`config.mk`:
```
export PLATFORM = sky130hd
export DESIGN_NAME = hzd_unit
export DESIGN_NICKNAME = d
export VERILOG_FILES = /design/src/rtl/hzd_pkg.sv /design/src/rtl/hzd_decode.sv /design/src/rtl/hzd_loaduse.sv /design/src/rtl/hzd_redirect.sv /design/src/rtl/hzd_unit.sv
export SDC_FILE = /design/constraint.sdc
export NUM_CORES = 1
export LEC_CHECK = 0
export ABC_AREA = 1
export BUFFER_PORTS_ARGS = -buffer_cell sky130_fd_sc_hd__buf_4
export CORE_AREA = 2 2 39 41
export DETAILED_ROUTE_END_ITERATION = 10
export DIE_AREA = 0 0 41 43
export PLACE_DENSITY_LB_ADDON = 0.25
export SETUP_SLACK_MARGIN = 0.02
export SYNTH_ARGS = -nofsm -noshare
export SYNTH_HDL_FRONTEND = slang
export SYNTH_HIERARCHICAL = 1
export SYNTH_SLANG_ARGS = --single-unit
```
`constraint.sdc`:
```
create_clock -name vclk -period 1.53
set_input_delay 0.153 -clock vclk [all_inputs]
set_output_delay 0.153 -clock vclk [all_outputs]
set_load 0.005 [all_outputs]
```
`src/rtl/hzd_pkg.sv`:
```
package hzd_pkg;

    localparam int INSTR_W = 32;
    localparam int OPC_W   = 6;
    localparam int FUNCT_W = 6;

    localparam logic [OPC_W-1:0]   OPC_RTYPE = 6'd0;
    localparam logic [OPC_W-1:0]   OPC_JUMP  = 6'd2;
    localparam logic [OPC_W-1:0]   OPC_BEQ   = 6'd4;
    localparam logic [OPC_W-1:0]   OPC_LOAD  = 6'd35;
    localparam logic [OPC_W-1:0]   OPC_STORE = 6'd43;
    localparam logic [FUNCT_W-1:0] FN_ADD    = 6'd32;
    localparam logic [FUNCT_W-1:0] FN_SUB    = 6'd34;

    typedef struct packed {
        logic reads_rs;
        logic reads_rt;
        logic is_store;
    } src_use_t;

    typedef struct packed {
        logic hold;
        logic bubble;
        logic flush_if;
        logic flush_id;
    } haz_ctl_t;

endpackage

```
`src/rtl/hzd_decode.sv`:
```
module hzd_decode
    import hzd_pkg::*;
#(
    parameter int RADDR_W = 5
) (
    input  logic [INSTR_W-1:0] instr_i,
    output src_use_t           use_o,
    output logic [RADDR_W-1:0] rs_o,
    output logic [RADDR_W-1:0] rt_o
);
    localparam int OPC_LSB = INSTR_W - OPC_W;
    localparam int RS_LSB  = OPC_LSB - RADDR_W;
    localparam int RT_LSB  = RS_LSB - RADDR_W;

    logic [OPC_W-1:0]   opc;
    logic [FUNCT_W-1:0] fn;
    src_use_t           use_d;

    assign opc  = instr_i[INSTR_W-1:OPC_LSB];
    assign fn   = instr_i[FUNCT_W-1:0];
    assign rs_o = instr_i[RS_LSB +: RADDR_W];
    assign rt_o = instr_i[RT_LSB +: RADDR_W];

    always_comb begin
        use_d = '0;
        unique case (opc)
            OPC_RTYPE: begin
                if (fn == FN_ADD || fn == FN_SUB) begin
                    use_d.reads_rs = 1'b1;
                    use_d.reads_rt = 1'b1;
                end
            end
            OPC_BEQ: begin
                use_d.reads_rs = 1'b1;
                use_d.reads_rt = 1'b1;
            end
            OPC_LOAD: begin
                use_d.reads_rs = 1'b1;
            end
            OPC_STORE: begin
                use_d.reads_rs = 1'b1;
                use_d.is_store = 1'b1;
            end
            default: use_d = '0;
        endcase
    end

    assign use_o = use_d;

    always_comb begin
        a_r6_store_data_free: assert (!(use_d.is_store && use_d.reads_rt))
            else $error("R6: store data field marked as a stall source");
    end
endmodule

```
`src/rtl/hzd_loaduse.sv`:
```
module hzd_loaduse
    import hzd_pkg::*;
#(
    parameter int RADDR_W = 5
) (
    input  src_use_t           use_i,
    input  logic [RADDR_W-1:0] rs_i,
    input  logic [RADDR_W-1:0] rt_i,
    input  logic [RADDR_W-1:0] ex_dst_i,
    input  logic               ex_load_i,
    output logic               stall_o
);
    logic dst_live;
    logic hit_rs;
    logic hit_rt;

    assign dst_live = ex_load_i && (ex_dst_i != '0);
    assign hit_rs   = use_i.reads_rs && (rs_i == ex_dst_i);
    assign hit_rt   = use_i.reads_rt && (rt_i == ex_dst_i);
    assign stall_o  = dst_live && (hit_rs || hit_rt);
endmodule

```
`src/rtl/hzd_redirect.sv`:
```
module hzd_redirect (
    input  logic ex_jump_i,
    input  logic ex_beq_i,
    input  logic ex_equal_i,
    output logic redirect_o
);
    logic beq_taken;

    assign beq_taken  = ex_beq_i && ex_equal_i;
    assign redirect_o = ex_jump_i || beq_taken;
endmodule

```
`src/rtl/hzd_unit.sv`:
```
module hzd_unit
    import hzd_pkg::*;
#(
    parameter int RADDR_W = 5
) (
    input  logic [INSTR_W-1:0] id_instr_i,
    input  logic [RADDR_W-1:0] ex_dst_i,
    input  logic               ex_load_i,
    input  logic               ex_jump_i,
    input  logic               ex_beq_i,
    input  logic               ex_equal_i,
    output logic               hold_o,
    output logic               bubble_o,
    output logic               flush_if_o,
    output logic               flush_id_o
);
    src_use_t           id_use;
    logic [RADDR_W-1:0] id_rs;
    logic [RADDR_W-1:0] id_rt;
    logic               lu_stall;
    logic               redirect;
    haz_ctl_t           haz_d;

    hzd_decode #(.RADDR_W(RADDR_W)) i_decode (
        .instr_i (id_instr_i),
        .use_o   (id_use),
        .rs_o    (id_rs),
        .rt_o    (id_rt)
    );

    hzd_loaduse #(.RADDR_W(RADDR_W)) i_loaduse (
        .use_i     (id_use),
        .rs_i      (id_rs),
        .rt_i      (id_rt),
        .ex_dst_i  (ex_dst_i),
        .ex_load_i (ex_load_i),
        .stall_o   (lu_stall)
    );

    hzd_redirect i_redirect (
        .ex_jump_i  (ex_jump_i),
        .ex_beq_i   (ex_beq_i),
        .ex_equal_i (ex_equal_i),
        .redirect_o (redirect)
    );

    // Priority: a redirect squashes the decode slot, so its stall is void.
    always_comb begin
        haz_d          = '0;
        haz_d.flush_if = redirect;
        haz_d.flush_id = redirect;
        if (!redirect && lu_stall) begin
            haz_d.hold   = 1'b1;
            haz_d.bubble = 1'b1;
        end
    end

    assign hold_o     = haz_d.hold;
    assign bubble_o   = haz_d.bubble;
    assign flush_if_o = haz_d.flush_if;
    assign flush_id_o = haz_d.flush_id;

    always_comb begin
        a_r3_zero_dst: assert (!((ex_dst_i == '0) && lu_stall))
            else $error("R3: stall raised for register zero");
        a_r4_nop_quiet: assert (!((id_instr_i == '0) && lu_stall))
            else $error("R4: all-zero word produced a stall");
        a_r5_no_load_no_stall: assert (!(!ex_load_i && lu_stall))
            else $error("R5: stall without a load in execute");
        a_r9_flush_wins: assert (!(flush_id_o && (hold_o || bubble_o)))
            else $error("R9: stall outputs active during a flush");
        a_r8_untaken_quiet: assert (!(!ex_jump_i && !(ex_beq_i && ex_equal_i) && flush_if_o))
            else $error("R8: flush without a redirect");
    end
endmodule

```
After elaboration in Yosys (flattened, before gate mapping)
Index checks and enable logic that the tools add are counted.
{"block": "word_totals", "mem_count": 0, "wordCells": 24, "inputBits": 41, "latch_bits": 0, "rom_bits": 0, "mem_bits_rw": 0, "register_bits": 0}
{"block": "classes", "reduce_logical": 13, "div": 0, "bitwise": 0, "multipliers": 0, "shifts": 0, "n_eq_ne": 7, "addsub": 0, "n_mux": 4, "n_lt_le_gt_ge": 0}
{"operator": "$eq A6 B6 Y1 const B", "n": 4}
{"operator": "$eq A5 B5 Y1", "n": 2}
{"operator": "$eq A6 B3 Y1 const B", "n": 1}
{"operator": "$logic_and A1 B1 Y1", "n": 6}
{"operator": "$logic_not A6 Y1", "n": 1}
{"operator": "$reduce_bool A5 Y1", "n": 1}
{"operator": "$mux W2", "n": 2}
{"operator": "$pmux W1 S2", "n": 2}
{"operator": "$logic_or A1 B1 Y1", "n": 3}
{"operator": "$reduce_or A3 Y1", "n": 1}
{"operator": "$logic_not A1 Y1", "n": 1}

Depth between registers and ports, before layout
Gate-level depths: netlist of run 1.
{"block": "logic_depth", "ltp_word": 9, "ltp_mapped": 13, "depth_no_buf": 12}

Hierarchy
Netlist of run 1, hierarchy kept.
{"mod": "hzd_loaduse", "cells_per_inst": 54, "area_per_inst_um2": 216.5, "instances": 1}
{"mod": "hzd_decode", "cells_per_inst": 36, "area_per_inst_um2": 177.7, "instances": 1}
{"mod": "hzd_unit", "cells_per_inst": 4, "area_per_inst_um2": 25.0, "instances": 1}
{"mod": "hzd_redirect", "cells_per_inst": 3, "area_per_inst_um2": 11.3, "instances": 1}

Worst setup path before layout of run 1
No wires, ideal clock.
{"block": "synth_path", "path_kind": "input to output", "start": "input id_instr_i[0]", "end": "output hold_o", "slack_ps": 203, "stages": 11, "arrival_time_ps": 1174, "n_path_buf": 1, "cell_sequence": "or2_0 nor2_1 nand2_1 nand2_1 nand2_1 nor2_1 nand3_1 a21oi_1 inv_1 nor2_2 buf_4"}
{"element": "start: declaration", "line": "hzd_unit.sv:6", "source": "input logic [INSTR_W-1:0] id_instr_i,"}
{"element": "end: declaration", "line": "hzd_unit.sv:12", "source": "output logic hold_o,"}

==> out/metrics.csv, run 1 <==
stage,metric,value,unit
power,power,0.125,mW
global_route,grt_overflow,0,
worst_setup_path,crit_family,simple AND/OR/NAND/NOR gates,
cts,cts_setup_buffers,0,
global_route,grt_max_degree,5,
yosys,syn_avg_cell_area,4.45,um^2
power,p_sw_share,40.8,%
sta,setup_viol,0,
worst_setup_path,crit_slowest_cell,or2_0,
floorplanning,dieArea,1760,um^2
run_status,outcome,"complete, no violations",
sta,whs,0.626,ns
layout,seqCellArea,0,um^2
flow_run,maxCapViolations,0,
global_route,antenna_found_initial,0,
routing,drt_iter0_drc,6,
layout,seq_cells,0,
routing,vias,542,
worst_setup_path,crit_buf_inv,3,
placed_design,routabilityCongestion,0.709,
global_route,grt_use_total,10.2,%
routing,via_per_inst,4.08,
sta,min_period,1.49,ns
worst_setup_path,setup.worst_path.end_class,output pin,
sta,fin_ws,0.0353,ns
worst_setup_path,crit_path_max_incr_delay,0.19,ns
layout,fill_cells,160,
routing,firstDrtPassIters,4,
power,p_leak,0.409,nW
worst_setup_path,worst-setup-path-type,in -> out,
worst_setup_path,startpoint_type,primary input,
power,seq_power_share,0,%
layout,nNetsFinal,160,
worst_setup_path,worst_ep_arrival_time,1.34,ns
worst_hold_path,min_from,ex_jump_i,
yosys,synthCells,95,
sta,max_freq,0.669,GHz
layout,area_delta_synth_final,46.7,%
sta,worst_pin_slew,0.211,ns
power,p_sw,0.0510,mW
placed_design,port_buffers,34,
layout,antenna_cells,0,
power,powerDensity,201,nW/um^2
worst_setup_path,crit_chain,buf_4 > or2_0 > nor2_1 > nand2_1 > nand2_1 > nand2_1 > nor2_1 > nand3_1 > a21oi_2 > inv_1 > nor2_2 > buf_4,
yosys,syn_nets,136,
yosys,syn_area,423,um^2
routing,ant_nets,0,
sta,drv_slew,0,
placed_design,hpwl,817,um
floorplanning,die_h,43,um
worst_hold_path,hold_depth,4,
cts,cts_hold_buffers,0,
power,internal_power,0.0739,mW
floorplanning,design.core.area,1380,um^2
global_route,grt_pass1_vias,424,
yosys,yosysWarnings,6,
worst_hold_path,hold_end,flush_if_o,
layout,fin_cells,133,
floorplanning,initial_utilization,30.6,%
floorplanning,ios,45,
routing,drt_wl_total,889,um
routing,drcViolationCount,0,
sta,finalHoldViolations,0,
floorplanning,die_x,41,um
layout,clock_buffers,0,
placed_design,pre_cts_ws,-0.00887,ns
layout,drive_gt1_share,35.9,%
routing,wl_per_cell,6.68,um
power,p_comb_share,100.0,%
layout,multi_input_area,259,um^2
sta,tns,0,ns
global_route,grt_pass1_wl,1390,um
placed_design,dp_cells,133,
sta,maxSlewHeadroom,85.8,%
power,clockPowerShare,0,%
sta,rsz0062_at_grt,true,
worst_setup_path,crit_path_frequent_cell,nand2_1,
power,vdd_ir_drop_max,0.0000750,V
sta,final.period_utilization,97.7,%
worst_setup_path,crit_required,1.38,ns
worst_hold_path,hp-class,in -> out,
worst_setup_path,worstPathMaxFanout,2,
floorplanning,row_count,14,
-- power by group through the flow --
stage | Clock (mW) | Sequential (mW) | Combinational (mW)
detailed placement | 0 | 0 | 0.123
global route | 0 | 0 | 0.140
floorplan | 0 | 0 | 0.0689
finish | 0 | 0 | 0.125
global placement | 0 | 0 | 0.121
CTS | 0 | 0 | 0.124
-- metal layers --
layer / routed length [um] / track usage [%] / vias up
met5: 0 / 0 / -
met4: 0 / 0 / 0
met3: 80 / 0 / 0
met2: 454 / 20.3 / 23
met1: 354 / 11.7 / 215
li1: - / - / 304
-- through the flow --
step                area (um^2)  util, %
detailed placement          608     43.9
floorplan                   423        -
CTS                         612     44.2
global placement            608     43.9
finish                      621     44.8
global route                621     44.8
-- tightest hold or removal path, stage by stage --
cell	delay [ns]
buf_4	0.08
inv_1	0.03
nand2_1	0.10
buf_4	0.12
-- placed cells by master (no fill, tap or decap), drive strengths merged --
cell / count
a21oi: 2
buf: 34
inv: 22
nand2: 36
nand3: 4
nand4: 1
nor2: 16
o21ai: 1
or2: 1
-- cell type report --
type                            instances  area share (%)
Multi-Input combinational cell         61            41.7
Timing Repair Buffer                   34            41.7
Inverter                               22            13.3
Tap cell                               16            3.23
-- worst max path at each step --
stage / startpoint / endpoint / slack, ns / depth (start not counted)
2_1_floorplan: id_instr_i[0] / hold_o / 0.20 / 11
3_3_place_gp: id_instr_i[0] / bubble_o / 0.01 / 12
3_5_place_dp: id_instr_i[0] / bubble_o / -0.009 / 12
4_1_cts: id_instr_i[0] / bubble_o / 0.02 / 12
5_1_grt: id_instr_i[3] / bubble_o / -0.07 / 12
6_report: id_instr_i[0] / bubble_o / 0.04 / 12
-- what timing repair did --
action,in CTS,in global routing
endpoints found under the setup margin,2,2
gates resized for setup,1,3
pin swaps,6,9
Power figures use the tool's default switching activity.
==> run 2, diff against run 1 <==
--- a/config.mk
+++ b/config.mk
@@ -6,10 +6,10 @@
 export NUM_CORES = 1
 export LEC_CHECK = 0
 export ABC_AREA = 1
-export BUFFER_PORTS_ARGS = -buffer_cell sky130_fd_sc_hd__buf_4
 export CORE_AREA = 2 2 39 41
 export DETAILED_ROUTE_END_ITERATION = 10
 export DIE_AREA = 0 0 41 43
+export DONT_BUFFER_PORTS = 1
 export PLACE_DENSITY_LB_ADDON = 0.25
 export SETUP_SLACK_MARGIN = 0.02
 export SYNTH_ARGS = -nofsm -noshare
==> run 2 against run 1 <==
Against the previous run: count of clock-buffer cells in the layout stayed put; design area is 43% lower; critical path depth shrank 2; sequential share of layout area unchanged; routed wire length shrank 17%; final cell count fell by 26%; maximum frequency up 13%; total power shrank 59%; critical path type unchanged.
==> out/metrics.csv, run 2 (synthesized netlist as in run 1, its figures left out) <==
stage,metric,value,unit,change
power,p_leak,0.243,nW,-41%
routing,ant_nets,0,,unchanged
floorplanning,row_count,14,,unchanged
worst_setup_path,crit_path_max_incr_delay,0.20,ns,about the same
worst_setup_path,crit_family,simple AND/OR/NAND/NOR gates,,
worst_setup_path,crit_buf_inv,1,,-2
sta,rsz0062_at_grt,false,,
sta,max_freq,0.757,GHz,+13%
layout,antenna_cells,0,,unchanged
placed_design,pre_cts_ws,0.181,ns,+0.190 ns
routing,drt_wl_total,735,um,-17%
floorplanning,die_h,43,um,unchanged
placed_design,dp_cells,99,,-26%
layout,clock_buffers,0,,unchanged
sta,maxSlewHeadroom,89.1,%,+3.3 points
sta,worst_pin_slew,0.162,ns,-0.0485 ns
layout,seq_cells,0,,unchanged
layout,seqCellArea,0,um^2,unchanged
placed_design,hpwl,698,um,-15%
layout,multi_input_area,250,um^2,-3.4%
power,p_comb_share,100.0,%,about the same
cts,cts-resized-gates,0,,-1
routing,firstDrtPassIters,4,,unchanged
routing,drt_iter0_drc,6,,unchanged
routing,drcViolationCount,0,,unchanged
layout,area_delta_synth_final,-16.6,%,
worst_setup_path,worst_ep_arrival_time,1.17,ns,-0.17 ns
floorplanning,dieArea,1760,um^2,unchanged
layout,fin_cells,99,,-26%
cts,cts_hold_buffers,0,,unchanged
worst_setup_path,startpoint_type,primary input,,
worst_setup_path,crit_required,1.38,ns,about the same
routing,via_per_inst,4.26,,+4.6%
layout,final_cell_mix,"nand2_1 (34), inv_1 (20), nor2_1 (15)",,
sta,tns,0,ns,unchanged
sta,drv_slew,0,,unchanged
worst_setup_path,crit_slowest_cell,or2_0,,
power,vdd_ir_drop_max,0.0000290,V,-61%
floorplanning,initial_utilization,30.6,%,unchanged
power,internal_power,0.0217,mW,-71%
sta,setup_viol,0,,unchanged
global_route,antenna_found_initial,0,,unchanged
layout,drive_gt1_share,6.02,%,-30 points
run_status,outcome,"complete, no violations",,
floorplanning,die_x,41,um,unchanged
flow_run,maxCapViolations,0,,unchanged
power,powerDensity,146,nW/um^2,-28%
routing,vias,422,,-22%
sta,min_period,1.32,ns,-0.173 ns
floorplanning,ios,45,,unchanged
worst_setup_path,crit_chain,or2_0 > nor2_1 > nand2_1 > nand2_1 > nand2_1 > nor2_1 > nand3_1 > a21oi_1 > inv_1 > nor2_2,,
global_route,grt_max_degree,5,,unchanged
global_route,grt_pass1_wl,986,um,-29%
floorplanning,design.core.area,1380,um^2,unchanged
power,p_sw_share,57.7,%,+17 points
worst_setup_path,setup.worst_path.end_class,output pin,,
power,p_sw,0.0296,mW,-42%
sta,fin_ws,0.208,ns,+0.173 ns
layout,final_common_cell,nand2_1,,
power,clockPowerShare,0,%,unchanged
routing,wl_per_cell,7.42,um,+11%
worst_hold_path,hp-class,in -> out,,
placed_design,port_buffers,0,,-100%
sta,finalHoldViolations,0,,unchanged
placed_design,routabilityCongestion,0.702,,-0.95%
global_route,grt_use_total,7.39,%,-2.8 points
power,seq_power_share,0,%,unchanged
cts,cts_setup_buffers,0,,unchanged
worst_setup_path,worstPathMaxFanout,2,,unchanged
global_route,grt_pass1_vias,297,,-30%
worst_setup_path,crit_path_frequent_cell,nand2_1,,
worst_setup_path,worst-setup-path-type,in -> out,,
layout,fill_cells,167,,+4.4%
layout,nNetsFinal,126,,-21%
sta,final.period_utilization,86.4,%,-11 points
global_route,grt_overflow,0,,unchanged
==> run 2: changes by cell type in the layout (fill, tap and decap cells not counted) <==
cell     change
a21oi_2      -1
buf_6        -1
buf_4       -33
nor2_1       +2
a21oi_1      +1
nor2_2       -2
==> run 2: final cells by class <==
cell class,count,area share [%]
Inverter,22,23.4
Tap cell,16,5.67
Multi-Input combinational cell,61,70.9
==> run 2: metal layers <==
layer	track usage [%]	vias up	part of all wire, %
li1	-	237	-
met4	0	0	0
met5	0	-	0
met2	14.7	19	49
met3	1.57	0	14
met1	7.59	166	37
==> run 2: final timing paths <==
kind	from	to	slack (ns)	cells past startpoint
worst min-delay path	ex_jump_i	flush_if_o	0.44	2
worst max-delay path	id_instr_i[0]	hold_o	0.21	10
==> run 2: stage by stage <==
stage | util, % | instance area (um^2) | power [mW] | hold WS [ns]
5_1_grt | 25.5 | 353 | 0.0610 | 0.463
3_3_place_gp | 25.5 | 353 | 0.0507 | 0.447
6_report | 25.5 | 353 | 0.0514 | 0.444
3_5_place_dp | 25.5 | 353 | 0.0519 | 0.448
2_1_floorplan | - | 423 | 0.0689 | 0.422
4_1_cts | 25.5 | 353 | 0.0521 | 0.448
==> run 2: power groups by stage <==
stage	registers [mW]	logic, mW	clock network (mW)
after floorplan	0	0.0689	0
after global placement	0	0.0507	0
after detailed placement	0	0.0519	0
after CTS	0	0.0521	0
after global routing	0	0.0610	0
final	0	0.0514	0
